==> src/rtl/dal_pkg.sv <==
package dal_pkg;

    localparam int DAL_BITS     = 4;
    localparam int DAL_SECTIONS = 2;
    localparam int DAL_SEL_W    = $clog2(DAL_BITS);

    typedef enum logic [1:0] {
        MODE_CLEAR = 2'd0,
        MODE_HOLD  = 2'd1,
        MODE_WRITE = 2'd2,
        MODE_DEMUX = 2'd3
    } dal_mode_e;

    // One-hot mask of the selected bit
    function automatic logic [DAL_BITS-1:0] sel_mask(input logic [DAL_SEL_W-1:0] s);
        logic [DAL_BITS-1:0] m;
        m = '0;
        m[s] = 1'b1;
        return m;
    endfunction

endpackage

==> src/rtl/dal_mode_dec.sv <==
module dal_mode_dec
    import dal_pkg::*;
(
    input  logic      clr_n,
    input  logic      en_n,
    output dal_mode_e mode
);

    always_comb begin
        unique case ({clr_n, en_n})
            2'b01:   mode = MODE_CLEAR;
            2'b11:   mode = MODE_HOLD;
            2'b10:   mode = MODE_WRITE;
            default: mode = MODE_DEMUX;
        endcase
    end

endmodule

==> src/rtl/dal_section.sv <==
module dal_section
    import dal_pkg::*;
#(
    parameter int BITS  = DAL_BITS,
    localparam int SEL_W = $clog2(BITS)
) (
    input  logic             clk,
    input  logic             rst,
    input  dal_mode_e        mode,
    input  logic [SEL_W-1:0] sel,
    input  logic             din,
    output logic [BITS-1:0]  bits
);

    logic [BITS-1:0] mask;
    logic [BITS-1:0] nxt;

    always_comb begin
        mask = '0;
        mask[sel] = 1'b1;
    end

    always_comb begin
        unique case (mode)
            MODE_CLEAR: nxt = '0;
            MODE_HOLD:  nxt = bits;
            MODE_WRITE: nxt = (bits & ~mask) | (mask & {BITS{din}});
            default:    nxt = mask & {BITS{din}};
        endcase
    end

    always_ff @(posedge clk) begin
        if (rst) bits <= '0;
        else     bits <= nxt;
    end

    assert_clear_zero_R2: assert property (@(posedge clk) disable iff (rst)
        (mode == MODE_CLEAR) |=> (bits == '0));

    assert_hold_stable_R3: assert property (@(posedge clk) disable iff (rst)
        (mode == MODE_HOLD) |=> $stable(bits));

    assert_write_loads_R4: assert property (@(posedge clk) disable iff (rst)
        (mode == MODE_WRITE) |=> (bits[$past(sel)] == $past(din)));

    assert_write_others_R4: assert property (@(posedge clk) disable iff (rst)
        (mode == MODE_WRITE) |=>
        (((bits ^ $past(bits)) & ~(BITS'(1) << $past(sel))) == '0));

    assert_demux_onehot_R5: assert property (@(posedge clk) disable iff (rst)
        (mode == MODE_DEMUX) |=>
        ($countones(bits) <= 1 && bits[$past(sel)] == $past(din)));

endmodule

==> src/rtl/dual_addr_latch.sv <==
module dual_addr_latch
    import dal_pkg::*;
#(
    parameter int BITS     = DAL_BITS,
    parameter int SECTIONS = DAL_SECTIONS,
    localparam int SEL_W   = $clog2(BITS),
    localparam int Q_W     = BITS * SECTIONS
) (
    input  logic                clk,
    input  logic                rst,
    input  logic                clr_n,
    input  logic                en_n,
    input  logic [SEL_W-1:0]    sel,
    input  logic [SECTIONS-1:0] din,
    output logic [Q_W-1:0]      q
);

    dal_mode_e mode;

    dal_mode_dec u_mode (
        .clr_n (clr_n),
        .en_n  (en_n),
        .mode  (mode)
    );

    for (genvar s = 0; s < SECTIONS; s++) begin : g_sec
        dal_section #(.BITS(BITS)) u_sec (
            .clk  (clk),
            .rst  (rst),
            .mode (mode),
            .sel  (sel),
            .din  (din[s]),
            .bits (q[s*BITS +: BITS])
        );
    end

    assert_reset_zero_R1: assert property (@(posedge clk)
        rst |=> (q == '0));

endmodule

==> config.mk <==
export PLATFORM = sky130hd
export DESIGN_NAME = dual_addr_latch
export DESIGN_NICKNAME = d
export VERILOG_FILES = /design/src/rtl/dal_pkg.sv /design/src/rtl/dal_mode_dec.sv /design/src/rtl/dal_section.sv /design/src/rtl/dual_addr_latch.sv
export SDC_FILE = /design/constraint.sdc
export NUM_CORES = 1
export LEC_CHECK = 0
export BUFFER_PORTS_ARGS = -buffer_cell sky130_fd_sc_hd__buf_4
export CAP_MARGIN = 20
export CORE_AREA = 2 2 39 41
export DETAILED_ROUTE_END_ITERATION = 12
export DIE_AREA = 0 0 41 43
export GPL_ROUTABILITY_DRIVEN = 0
export GPL_TIMING_DRIVEN = 0
export PLACE_DENSITY_LB_ADDON = 0.12
export SYNTH_ARGS = -nofsm -noshare
export SYNTH_HDL_FRONTEND = slang
export SYNTH_SLANG_ARGS = --single-unit
==> constraint.sdc <==
create_clock -name clk -period 2.1 [get_ports clk]
set_clock_uncertainty 0.15 [all_clocks]
set_input_delay 0.315 -clock clk [delete_from_list [all_inputs] [get_ports clk]]
set_output_delay 0.315 -clock clk [all_outputs]
set_load 0.1 [all_outputs]
==> report_table.html, run 1 <==
<table>
<tr><th>Metric</th><th>Value</th></tr>
<tr><th colspan="2">Worst setup path</th></tr>
<tr><td>Kind of end point of the critical path</td><td>register</td></tr>
<tr><td>Critical path required time</td><td>2.10 ns</td></tr>
<tr><td>Element type at the critical path start</td><td>input pin</td></tr>
<tr><td>Data arrival time of the critical path</td><td>1.44 ns</td></tr>
<tr><td>Critical Path Fanout Max</td><td>4</td></tr>
<tr><td>Crit Path Category</td><td>in2reg</td></tr>
<tr><th colspan="2">Synth</th></tr>
<tr><td>Most frequently used cell type in the post-synthesis netlist</td><td>inv_1</td></tr>
<tr><td>Post-synthesis average cell area</td><td>9.21 um2</td></tr>
<tr><td>Yosys top cell by area</td><td>dfxtp_1</td></tr>
<tr><td>Syn Nets</td><td>54</td></tr>
<tr><td>Number of cells produced by synthesis</td><td>44</td></tr>
<tr><td>Distinct cell type count after synthesis</td><td>13</td></tr>
<tr><td>Post-synthesis async set-or-reset flop share</td><td>0</td></tr>
<tr><td>Syn Std Cell Area</td><td>405 um2</td></tr>
<tr><td>Primary flip-flop cell chosen by synthesis mapping</td><td>dfxtp_1</td></tr>
<tr><td>Number of synthesized flops with an enable pin</td><td>0</td></tr>
<tr><td>Synth top area share</td><td>0.395</td></tr>
<tr><td>Number of warnings issued by yosys</td><td>0</td></tr>
<tr><td>Flip-flop and latch count after synthesis</td><td>8</td></tr>
<tr><td>Leading cell types by total area after synthesis</td><td>dfxtp_1, o32ai_1, inv_1, ha_1, nand2b_1</td></tr>
<tr><td>Synth top cells by count</td><td>inv_1, dfxtp_1, o32ai_1, a21oi_1, nand2b_1</td></tr>
<tr><td>Sequential area share after synthesis</td><td>0.395</td></tr>
<tr><th colspan="2">Power</th></tr>
<tr><td>Overall power consumption</td><td>355 uW</td></tr>
<tr><td>P per Cell Area</td><td>642 nW/um2</td></tr>
<tr><td>Static leakage</td><td>0.223 nW</td></tr>
<tr><td>Max rail drop VDD</td><td>0.209 mV</td></tr>
<tr><th colspan="2">Layout</th></tr>
<tr><td>Number of filler cells placed in the layout</td><td>148</td></tr>
<tr><td>Largest registers</td><td>g_sec.u_sec.bits x8</td></tr>
<tr><td>Largest register by flop count</td><td>g_sec.u_sec.bits</td></tr>
<tr><td>Final cell utilization of the core</td><td>0.400</td></tr>
<tr><td>Count of inserted antenna diode cells</td><td>0</td></tr>
<tr><td>Final Instance Area</td><td>553 um2</td></tr>
<tr><td>Area Overhead vs Synth</td><td>36.4%</td></tr>
<tr><td>Max FFs per register</td><td>8</td></tr>
<tr><td>Total area of sequential cells</td><td>160 um2</td></tr>
<tr><td>Area of the multi-input gates</td><td>200 um2</td></tr>
<tr><td>Layout Nets</td><td>73</td></tr>
<tr><td>Share of layout cells above drive strength 1</td><td>0.361</td></tr>
<tr><th colspan="2">Floorplan</th></tr>
<tr><td>Horizontal die dimension</td><td>41 um</td></tr>
<tr><td>Starting Density</td><td>0.293</td></tr>
<tr><td>DIE HEIGHT</td><td>43 um</td></tr>
<tr><td>Floorplan core area</td><td>1380 um2</td></tr>
<tr><td>Die Area</td><td>1760 um2</td></tr>
<tr><td>Boundary pin count</td><td>16</td></tr>
<tr><td>FP Rows</td><td>14</td></tr>
<tr><th colspan="2">Timing</th></tr>
<tr><td>Final Worst Setup Slack</td><td>0.660 ns</td></tr>
<tr><td>Number of failing setup endpoints in the final timing report</td><td>0</td></tr>
<tr><td>Final number of max-transition violations</td><td>0</td></tr>
<tr><td>Min cycle time layout</td><td>1.44 ns</td></tr>
<tr><td>Period Utilization, post-route</td><td>0.686</td></tr>
<tr><td>Rel. slew slack</td><td>0.815</td></tr>
<tr><td>Final hold violations</td><td>0</td></tr>
<tr><td>Worst-Margin Slew</td><td>0.279 ns</td></tr>
<tr><td>Unrepaired setup endpoints after global routing</td><td>false</td></tr>
<tr><td>Highest clock frequency the design can meet</td><td>694 MHz</td></tr>
<tr><td>Accumulated negative setup slack</td><td>0 ns</td></tr>
<tr><th colspan="2">Global route</th></tr>
<tr><td>Global-route usage over all layers</td><td>0.0996</td></tr>
<tr><td>Number of antenna violations at the first check in global routing</td><td>0</td></tr>
<tr><td>Number of global-route vias before repair</td><td>302</td></tr>
<tr><td>Total overflow reported by the global router</td><td>0</td></tr>
<tr><td>First-pass GRT wire length</td><td>1180 um</td></tr>
<tr><td>Maximum number of pins on one net before global-route repair</td><td>11</td></tr>
<tr><th colspan="2">Clock tree</th></tr>
<tr><td>Master cell of the clock root buffer</td><td>clkbuf_4</td></tr>
<tr><td>Clock Latency Late Sink</td><td>0.24 ns</td></tr>
<tr><td>CTS HTree Levels</td><td>1</td></tr>
<tr><td>Num Clock Sinks</td><td>8</td></tr>
<tr><td>Maximum clock path buffer count</td><td>2</td></tr>
<tr><td>Number of buffers inserted to repair setup after CTS</td><td>0</td></tr>
<tr><td>Resized Gates After CTS</td><td>0</td></tr>
<tr><td>Hold Buf Count CTS</td><td>0</td></tr>
<tr><td>Number of buffers created by CTS</td><td>3</td></tr>
<tr><td>CTS clock-pin slew for the worst setup and hold paths</td><td>0.06 ns</td></tr>
<tr><td>Clock tree from TritonCTS</td><td>yes</td></tr>
<tr><th colspan="2">Routing</th></tr>
<tr><td>Wire length the detailed router placed on met1</td><td>386 um</td></tr>
<tr><td>Detailed-route wire length per cell</td><td>10.2 um</td></tr>
<tr><td>Remaining number of nets flagged by the antenna check after routing</td><td>0</td></tr>
<tr><td>Number of DRC violations after detailed-routing iteration 0</td><td>8</td></tr>
<tr><td>Final WL</td><td>789 um</td></tr>
<tr><td>Average via count per standard cell</td><td>4.73</td></tr>
<tr><td>Via count</td><td>364</td></tr>
<tr><td>Remaining DRCs</td><td>0</td></tr>
<tr><td>Routed wl met2</td><td>344 um</td></tr>
<tr><td>Routed met3 length</td><td>59 um</td></tr>
<tr><td>Topmost layer with routed signal wires</td><td>met3</td></tr>
<tr><td>First drt pass iteration count</td><td>4</td></tr>
<tr><th colspan="2">Outcome</th></tr>
<tr><td>Outcome</td><td>finished clean</td></tr>
<tr><th colspan="2">Placement</th></tr>
<tr><td>Place WS</td><td>0.412 ns</td></tr>
<tr><td>Post-detailed-placement cell area</td><td>531 um2</td></tr>
<tr><td>Number of buffers added on ports</td><td>14</td></tr>
<tr><td>Post-DP HPWL</td><td>646 um</td></tr>
<tr><th colspan="2">Hold path</th></tr>
<tr><td>Path type of the worst min-delay path</td><td>in2reg</td></tr>
<tr><th colspan="2">Flow run</th></tr>
<tr><td>Max Cap Violations</td><td>0</td></tr>
</table>
## cell usage in the layout (no fill, tap or decap), types with 2 or more instances in the layout
cell	netlist	routed
a21oi_1	4	4
buf_4	0	14
clkbuf_4	0	3
dfxtp_1	8	8
ha_1	2	2
inv_1	9	9
nand2_1	3	3
nand2b_1	4	4
o32ai_1	8	8
## final timing paths
kind,from,end,slack [ns],cells after the start
min reg2reg,g_sec[0].u_sec.bits[0]$_SDFFE_PP0P_,g_sec[0].u_sec.bits[0]$_SDFFE_PP0P_,0.32,2
max reg2reg,g_sec[1].u_sec.bits[0]$_SDFFE_PP0P_,g_sec[1].u_sec.bits[0]$_SDFFE_PP0P_,1.24,2
min,rst,g_sec[1].u_sec.bits[2]$_SDFFE_PP0P_,0.17,2
max,clr_n,g_sec[0].u_sec.bits[1]$_SDFFE_PP0P_,0.66,5
## final cells by class
type / count / share of cell area
plain buffers: 1 / 0.0204
clock buffers: 3 / 0.0407
inverters: 9 / 0.0611
multi-input cells: 26 / 0.362
flip-flops and latches: 8 / 0.290
well taps: 16 / 0.0362
repair buffers: 14 / 0.190
## layer usage
metal	vias up	track usage
met4	0	0.100
met1	157	0.152
met2	15	0.116
li1	192	-
met3	0	0
met5	-	0
## logic make-up (layout without fill, tap and decap cells)
| logic type | Yosys count | count (layout) | synth area share |
|---|---|---|---|
| flops | 8 | 8 | 0.395 |
| compound gates | 12 | 12 | 0.222 |
| fa+ha+maj | 2 | 2 | 0.0617 |
| simple gates | 12 | 12 | 0.210 |
| buf+inv | 10 | 27 | 0.111 |
## metrics by stage
stage | hold WS [ns] | cells
floorplan | 0.333 | 44
global placement | 0.322 | 74
detailed placement | 0.319 | 74
CTS | 0.167 | 77
global route | 0.177 | 77
finish | 0.166 | 77
## worst max-delay path: stages
cell and delay, ns:
buf_4 0.11, ha_1 0.33, nor2_4 0.04, or4b_4 0.51, o32ai_1 0.13
## power by group
part           switching (mW)  internal [mW]  leakage [nW]
Clock                  0.0480         0.0651        0.0138
Sequential            0.00179          0.156        0.0648
Combinational          0.0548         0.0292         0.145
Note: power is estimated with default switching activity, not from simulation.
==> inputs of run 2 (changes only) <==
--- a/config.mk
+++ b/config.mk
@@ -5,6 +5,7 @@
 export SDC_FILE = /design/constraint.sdc
 export NUM_CORES = 1
 export LEC_CHECK = 0
+export ABC_AREA = 1
 export BUFFER_PORTS_ARGS = -buffer_cell sky130_fd_sc_hd__buf_4
 export CAP_MARGIN = 20
 export CORE_AREA = 2 2 39 41
==> constraint.sdc (replaced) <==
create_clock -name clk -period 1.5 [get_ports clk]
set_clock_uncertainty 0.15 [all_clocks]
set_input_delay 0.225 -clock clk [delete_from_list [all_inputs] [get_ports clk]]
set_output_delay 0.225 -clock clk [all_outputs]
set_load 0.1 [all_outputs]
==> run 2 against run 1 <==
  * Die area unchanged
  * Power grew 62%
  * Combinational power increased by 120%
  * Setup slack lost 0.41 ns
  * Global-route usage is 4.9 points higher
  * Utilization increased by 7.2 points
  * Via count grew 35%
  * Critical endpoint is now q[5]
  * Largest power group unchanged
==> report_table.html, run 2 <==
<table>
<tr><th>Metric</th><th>Value</th></tr>
<tr><th colspan="2">Layout</th></tr>
<tr><td>Count of inserted antenna diode cells</td><td>0 (unchanged)</td></tr>
<tr><td>Largest register by flop count</td><td>g_sec.u_sec.bits</td></tr>
<tr><td>Area Overhead vs Synth</td><td>27.9%</td></tr>
<tr><td>Max FFs per register</td><td>8 (unchanged)</td></tr>
<tr><td>Largest registers</td><td>g_sec.u_sec.bits x8</td></tr>
<tr><td>Most common library cell in the layout ignoring fill and taps</td><td>nand2_1</td></tr>
<tr><td>Share of layout cells above drive strength 1</td><td>0.367 (+0.00601)</td></tr>
<tr><td>Final Instance Area</td><td>653 um2 (+18%)</td></tr>
<tr><td>Commonest cells after routing, fill and taps aside</td><td>nand2_1, nand3_1, buf_4</td></tr>
<tr><td>Layout Nets</td><td>102 (+40%)</td></tr>
<tr><th colspan="2">Synth</th></tr>
<tr><td>Number of cells produced by synthesis</td><td>75 (+70%)</td></tr>
<tr><td>Leading cell types by total area after synthesis</td><td>dfxtp_1, nand2_1, nand3_1, a21oi_1, buf_6</td></tr>
<tr><td>Yosys top cell by area</td><td>dfxtp_1</td></tr>
<tr><td>Synth top area share</td><td>0.314 (-0.0813)</td></tr>
<tr><td>Most frequently used cell type in the post-synthesis netlist</td><td>nand2_1</td></tr>
<tr><td>Syn Std Cell Area</td><td>510 um2 (+26%)</td></tr>
<tr><td>Primary flip-flop cell chosen by synthesis mapping</td><td>dfxtp_1</td></tr>
<tr><td>Distinct cell type count after synthesis</td><td>14 (+1)</td></tr>
<tr><td>Flip-flop and latch count after synthesis</td><td>8 (unchanged)</td></tr>
<tr><td>Sequential area share after synthesis</td><td>0.314 (-0.0813)</td></tr>
<tr><td>Number of synthesized flops with an enable pin</td><td>0 (unchanged)</td></tr>
<tr><td>Post-synthesis average cell area</td><td>6.81 um2 (-26%)</td></tr>
<tr><td>Syn Nets</td><td>85 (+57%)</td></tr>
<tr><td>Synth top cells by count</td><td>nand2_1, nand3_1, a21oi_1, dfxtp_1</td></tr>
<tr><td>Number of warnings issued by yosys</td><td>0 (unchanged)</td></tr>
<tr><td>Post-synthesis async set-or-reset flop share</td><td>0 (unchanged)</td></tr>
<tr><th colspan="2">Worst setup path</th></tr>
<tr><td>Data arrival time of the critical path</td><td>0.87 ns (-0.57 ns)</td></tr>
<tr><td>Element type at the critical path start</td><td>register</td></tr>
<tr><td>R2r startpoint</td><td>g_sec[1].u_sec.bits[0]$_SDFFE_PP0P_</td></tr>
<tr><td>Critical Path Fanout Max</td><td>3 (-1)</td></tr>
<tr><td>Endpoint of the worst-slack reg-to-reg timing path</td><td>g_sec[1].u_sec.bits[0]$_SDFFE_PP0P_</td></tr>
<tr><td>Crit Path Category</td><td>reg2out</td></tr>
<tr><td>Cell with the largest stage delay on the worst path</td><td>dfxtp_2</td></tr>
<tr><td>Critical path required time</td><td>1.12 ns (-0.98 ns)</td></tr>
<tr><td>Kind of end point of the critical path</td><td>output port</td></tr>
<tr><td>Buffers &amp; Inverters on Critical Path</td><td>1 (unchanged)</td></tr>
<tr><td>Worst stage delay on the critical path</td><td>0.33 ns (-0.18 ns)</td></tr>
<tr><td>Worst Reg-to-Reg Cells</td><td>4 (+2)</td></tr>
<tr><td>Critical path's top delay family</td><td>flip-flops</td></tr>
<tr><td>Reg-to-reg slack, setup</td><td>0.64 ns (-0.60 ns)</td></tr>
<tr><td>Sequence of cells on the critical path</td><td>buf_4</td></tr>
<tr><th colspan="2">Timing</th></tr>
<tr><td>Rel. slew slack</td><td>0.754 (-0.0617)</td></tr>
<tr><td>Unrepaired setup endpoints after global routing</td><td>false</td></tr>
<tr><td>Accumulated negative setup slack</td><td>0 ns (unchanged)</td></tr>
<tr><td>Worst-Margin Slew</td><td>0.370 ns (+0.0902 ns)</td></tr>
<tr><td>Min cycle time layout</td><td>1.25 ns</td></tr>
<tr><td>Period Utilization, post-route</td><td>0.832</td></tr>
<tr><td>Highest clock frequency the design can meet</td><td>801 MHz</td></tr>
<tr><td>Number of failing setup endpoints in the final timing report</td><td>0 (unchanged)</td></tr>
<tr><td>Final hold violations</td><td>0 (unchanged)</td></tr>
<tr><td>Final number of max-transition violations</td><td>0 (unchanged)</td></tr>
<tr><th colspan="2">Floorplan</th></tr>
<tr><td>DIE HEIGHT</td><td>43 um (unchanged)</td></tr>
<tr><td>Die Area</td><td>1760 um2 (unchanged)</td></tr>
<tr><td>Starting Density</td><td>0.369 (+0.0759)</td></tr>
<tr><td>Floorplan core area</td><td>1380 um2 (unchanged)</td></tr>
<tr><td>Horizontal die dimension</td><td>41 um (unchanged)</td></tr>
<tr><td>Boundary pin count</td><td>16 (unchanged)</td></tr>
<tr><td>FP Rows</td><td>14 (unchanged)</td></tr>
<tr><th colspan="2">Routing</th></tr>
<tr><td>Number of DRC violations after detailed-routing iteration 0</td><td>4 (-4)</td></tr>
<tr><td>First drt pass iteration count</td><td>4 (unchanged)</td></tr>
<tr><td>Final WL</td><td>1050 um (+33%)</td></tr>
<tr><td>Detailed-route wire length per cell</td><td>9.87 um (-3.7%)</td></tr>
<tr><td>Remaining DRCs</td><td>0 (unchanged)</td></tr>
<tr><td>Remaining number of nets flagged by the antenna check after routing</td><td>0 (unchanged)</td></tr>
<tr><td>Via count</td><td>493 (+35%)</td></tr>
<tr><td>Average via count per standard cell</td><td>4.65 (-1.6%)</td></tr>
<tr><th colspan="2">Clock tree</th></tr>
<tr><td>CTS clock-pin slew for the worst setup and hold paths</td><td>0.05 ns (about the same)</td></tr>
<tr><td>Clock Latency Late Sink</td><td>0.25 ns (about the same)</td></tr>
<tr><td>Maximum clock path buffer count</td><td>2 (unchanged)</td></tr>
<tr><td>Resized Gates After CTS</td><td>0 (unchanged)</td></tr>
<tr><td>Number of buffers created by CTS</td><td>3 (unchanged)</td></tr>
<tr><td>CTS HTree Levels</td><td>1 (unchanged)</td></tr>
<tr><td>Number of buffers inserted to repair setup after CTS</td><td>0 (unchanged)</td></tr>
<tr><td>Master cell of the clock root buffer</td><td>clkbuf_4</td></tr>
<tr><td>Hold Buf Count CTS</td><td>0 (unchanged)</td></tr>
<tr><td>Clock tree from TritonCTS</td><td>yes</td></tr>
<tr><td>Num Clock Sinks</td><td>8 (unchanged)</td></tr>
<tr><th colspan="2">Global route</th></tr>
<tr><td>Total overflow reported by the global router</td><td>0 (unchanged)</td></tr>
<tr><td>Number of antenna violations at the first check in global routing</td><td>0 (unchanged)</td></tr>
<tr><td>Maximum number of pins on one net before global-route repair</td><td>10 (-1)</td></tr>
<tr><td>Number of global-route vias before repair</td><td>423 (+40%)</td></tr>
<tr><td>First-pass GRT wire length</td><td>1750 um (+48%)</td></tr>
<tr><td>Global-route usage over all layers</td><td>0.148 (+0.0486)</td></tr>
<tr><th colspan="2">Hold path</th></tr>
<tr><td>Beginning of the worst hold path</td><td>sel[0]</td></tr>
<tr><td>Hold path depth</td><td>4 (+2)</td></tr>
<tr><td>Path type of the worst min-delay path</td><td>in2reg</td></tr>
<tr><td>Worst hold path endpoint</td><td>g_sec[0].u_sec.bits[1]$_SDFFE_PP0P_</td></tr>
<tr><th colspan="2">Power</th></tr>
<tr><td>P per Cell Area</td><td>882 nW/um2 (+37%)</td></tr>
<tr><td>Static leakage</td><td>0.311 nW (+39%)</td></tr>
<tr><td>Max rail drop VDD</td><td>0.360 mV (+72%)</td></tr>
<tr><th colspan="2">Placement</th></tr>
<tr><td>Post-DP HPWL</td><td>780 um (+21%)</td></tr>
<tr><td>Number of buffers added on ports</td><td>12 (-2)</td></tr>
<tr><td>Post-detailed-placement cell area</td><td>631 um2 (+19%)</td></tr>
<tr><th colspan="2">Flow run</th></tr>
<tr><td>Max Cap Violations</td><td>0 (unchanged)</td></tr>
<tr><th colspan="2">Outcome</th></tr>
<tr><td>Outcome</td><td>finished clean</td></tr>
</table>
run 2: changes by cell type after synthesis, sizes merged, moves of 2 or more:
cell | before | now
a21oi | 4 | 8
o32ai | 8 | 0
nor2 | 1 | 3
nand2 | 3 | 30
clkinv | 0 | 2
nand3 | 0 | 14
nand2b | 4 | 0
inv | 9 | 4
buf | 1 | 4
run 2: per-layer routing:
layer | vias to the layer above | part of all wire | GRT usage
li1 | 270 | - | -
met1 | 212 | 0.42 | 0.169
met2 | 9 | 0.51 | 0.219
met3 | 2 | 0.059 | 0.0838
met4 | 0 | 0.0086 | 0.0600
met5 | - | 0 | 0
run 2: power breakdown:
group / total (mW) / internal (mW) / switching, mW
clock network: 0.163 / 0.0914 / 0.0711
logic: 0.183 / 0.0524 / 0.131
registers: 0.230 / 0.224 / 0.00642
total: 0.576 / 0.368 / 0.208
run 2: final cells by class:
| class | instances | area [um2] |
|---|---|---|
| buffer | 4 | 37.5 |
| clock buffer | 3 | 22.5 |
| fill | 154 | 731 |
| inverter | 6 | 25.0 |
| multi-input combinational | 57 | 288 |
| sequential | 8 | 170 |
| tap | 16 | 20.0 |
| timing repair buffer | 12 | 90.1 |
run 2: worst max path at each step:
| stage | slack [ns] | start | depth (start not counted) | endpoint |
|---|---|---|---|---|
| 4_1_cts | 0.24 | g_sec[1].u_sec.bits[0]$_SDFFE_PP0P_ | 1 | q[4] |
| 6_report | 0.25 | g_sec[1].u_sec.bits[1]$_SDFFE_PP0P_ | 1 | q[5] |
| 3_5_place_dp | 0.13 | clr_n | 7 | g_sec[0].u_sec.bits[2]$_SDFFE_PP0P_ |
| 5_1_grt | 0.21 | g_sec[0].u_sec.bits[2]$_SDFFE_PP0P_ | 1 | q[2] |
| 2_1_floorplan | 0.29 | g_sec[0].u_sec.bits[3]$_SDFFE_PP0P_ | 4 | g_sec[0].u_sec.bits[3]$_SDFFE_PP0P_ |
| 3_3_place_gp | 0.15 | clr_n | 6 | g_sec[0].u_sec.bits[2]$_SDFFE_PP0P_ |
run 2: stage by stage:
step / util / std cells / worst slack, ns / hold slack [ns] / power (mW)
2_1_floorplan: - / 75 / 0.290 / 0.365 / 0.381
3_3_place_gp: 0.456 / 103 / 0.149 / 0.303 / 0.418
3_5_place_dp: 0.456 / 103 / 0.126 / 0.306 / 0.420
4_1_cts: 0.472 / 106 / 0.244 / 0.174 / 0.586
5_1_grt: 0.472 / 106 / 0.213 / 0.177 / 0.615
6_report: 0.472 / 106 / 0.252 / 0.178 / 0.576
run 2: cell families (layout without fill, tap and decap cells):
kind of cell               Yosys count  count (layout)  synth area share
adders and majority gates            2               2            0.0490
buffers and inverters               10              25             0.123
AOI/OAI and AO/OA                    8               8            0.0784
DFF                                  8               8             0.314
and+or+nand+nor                     47              47             0.436
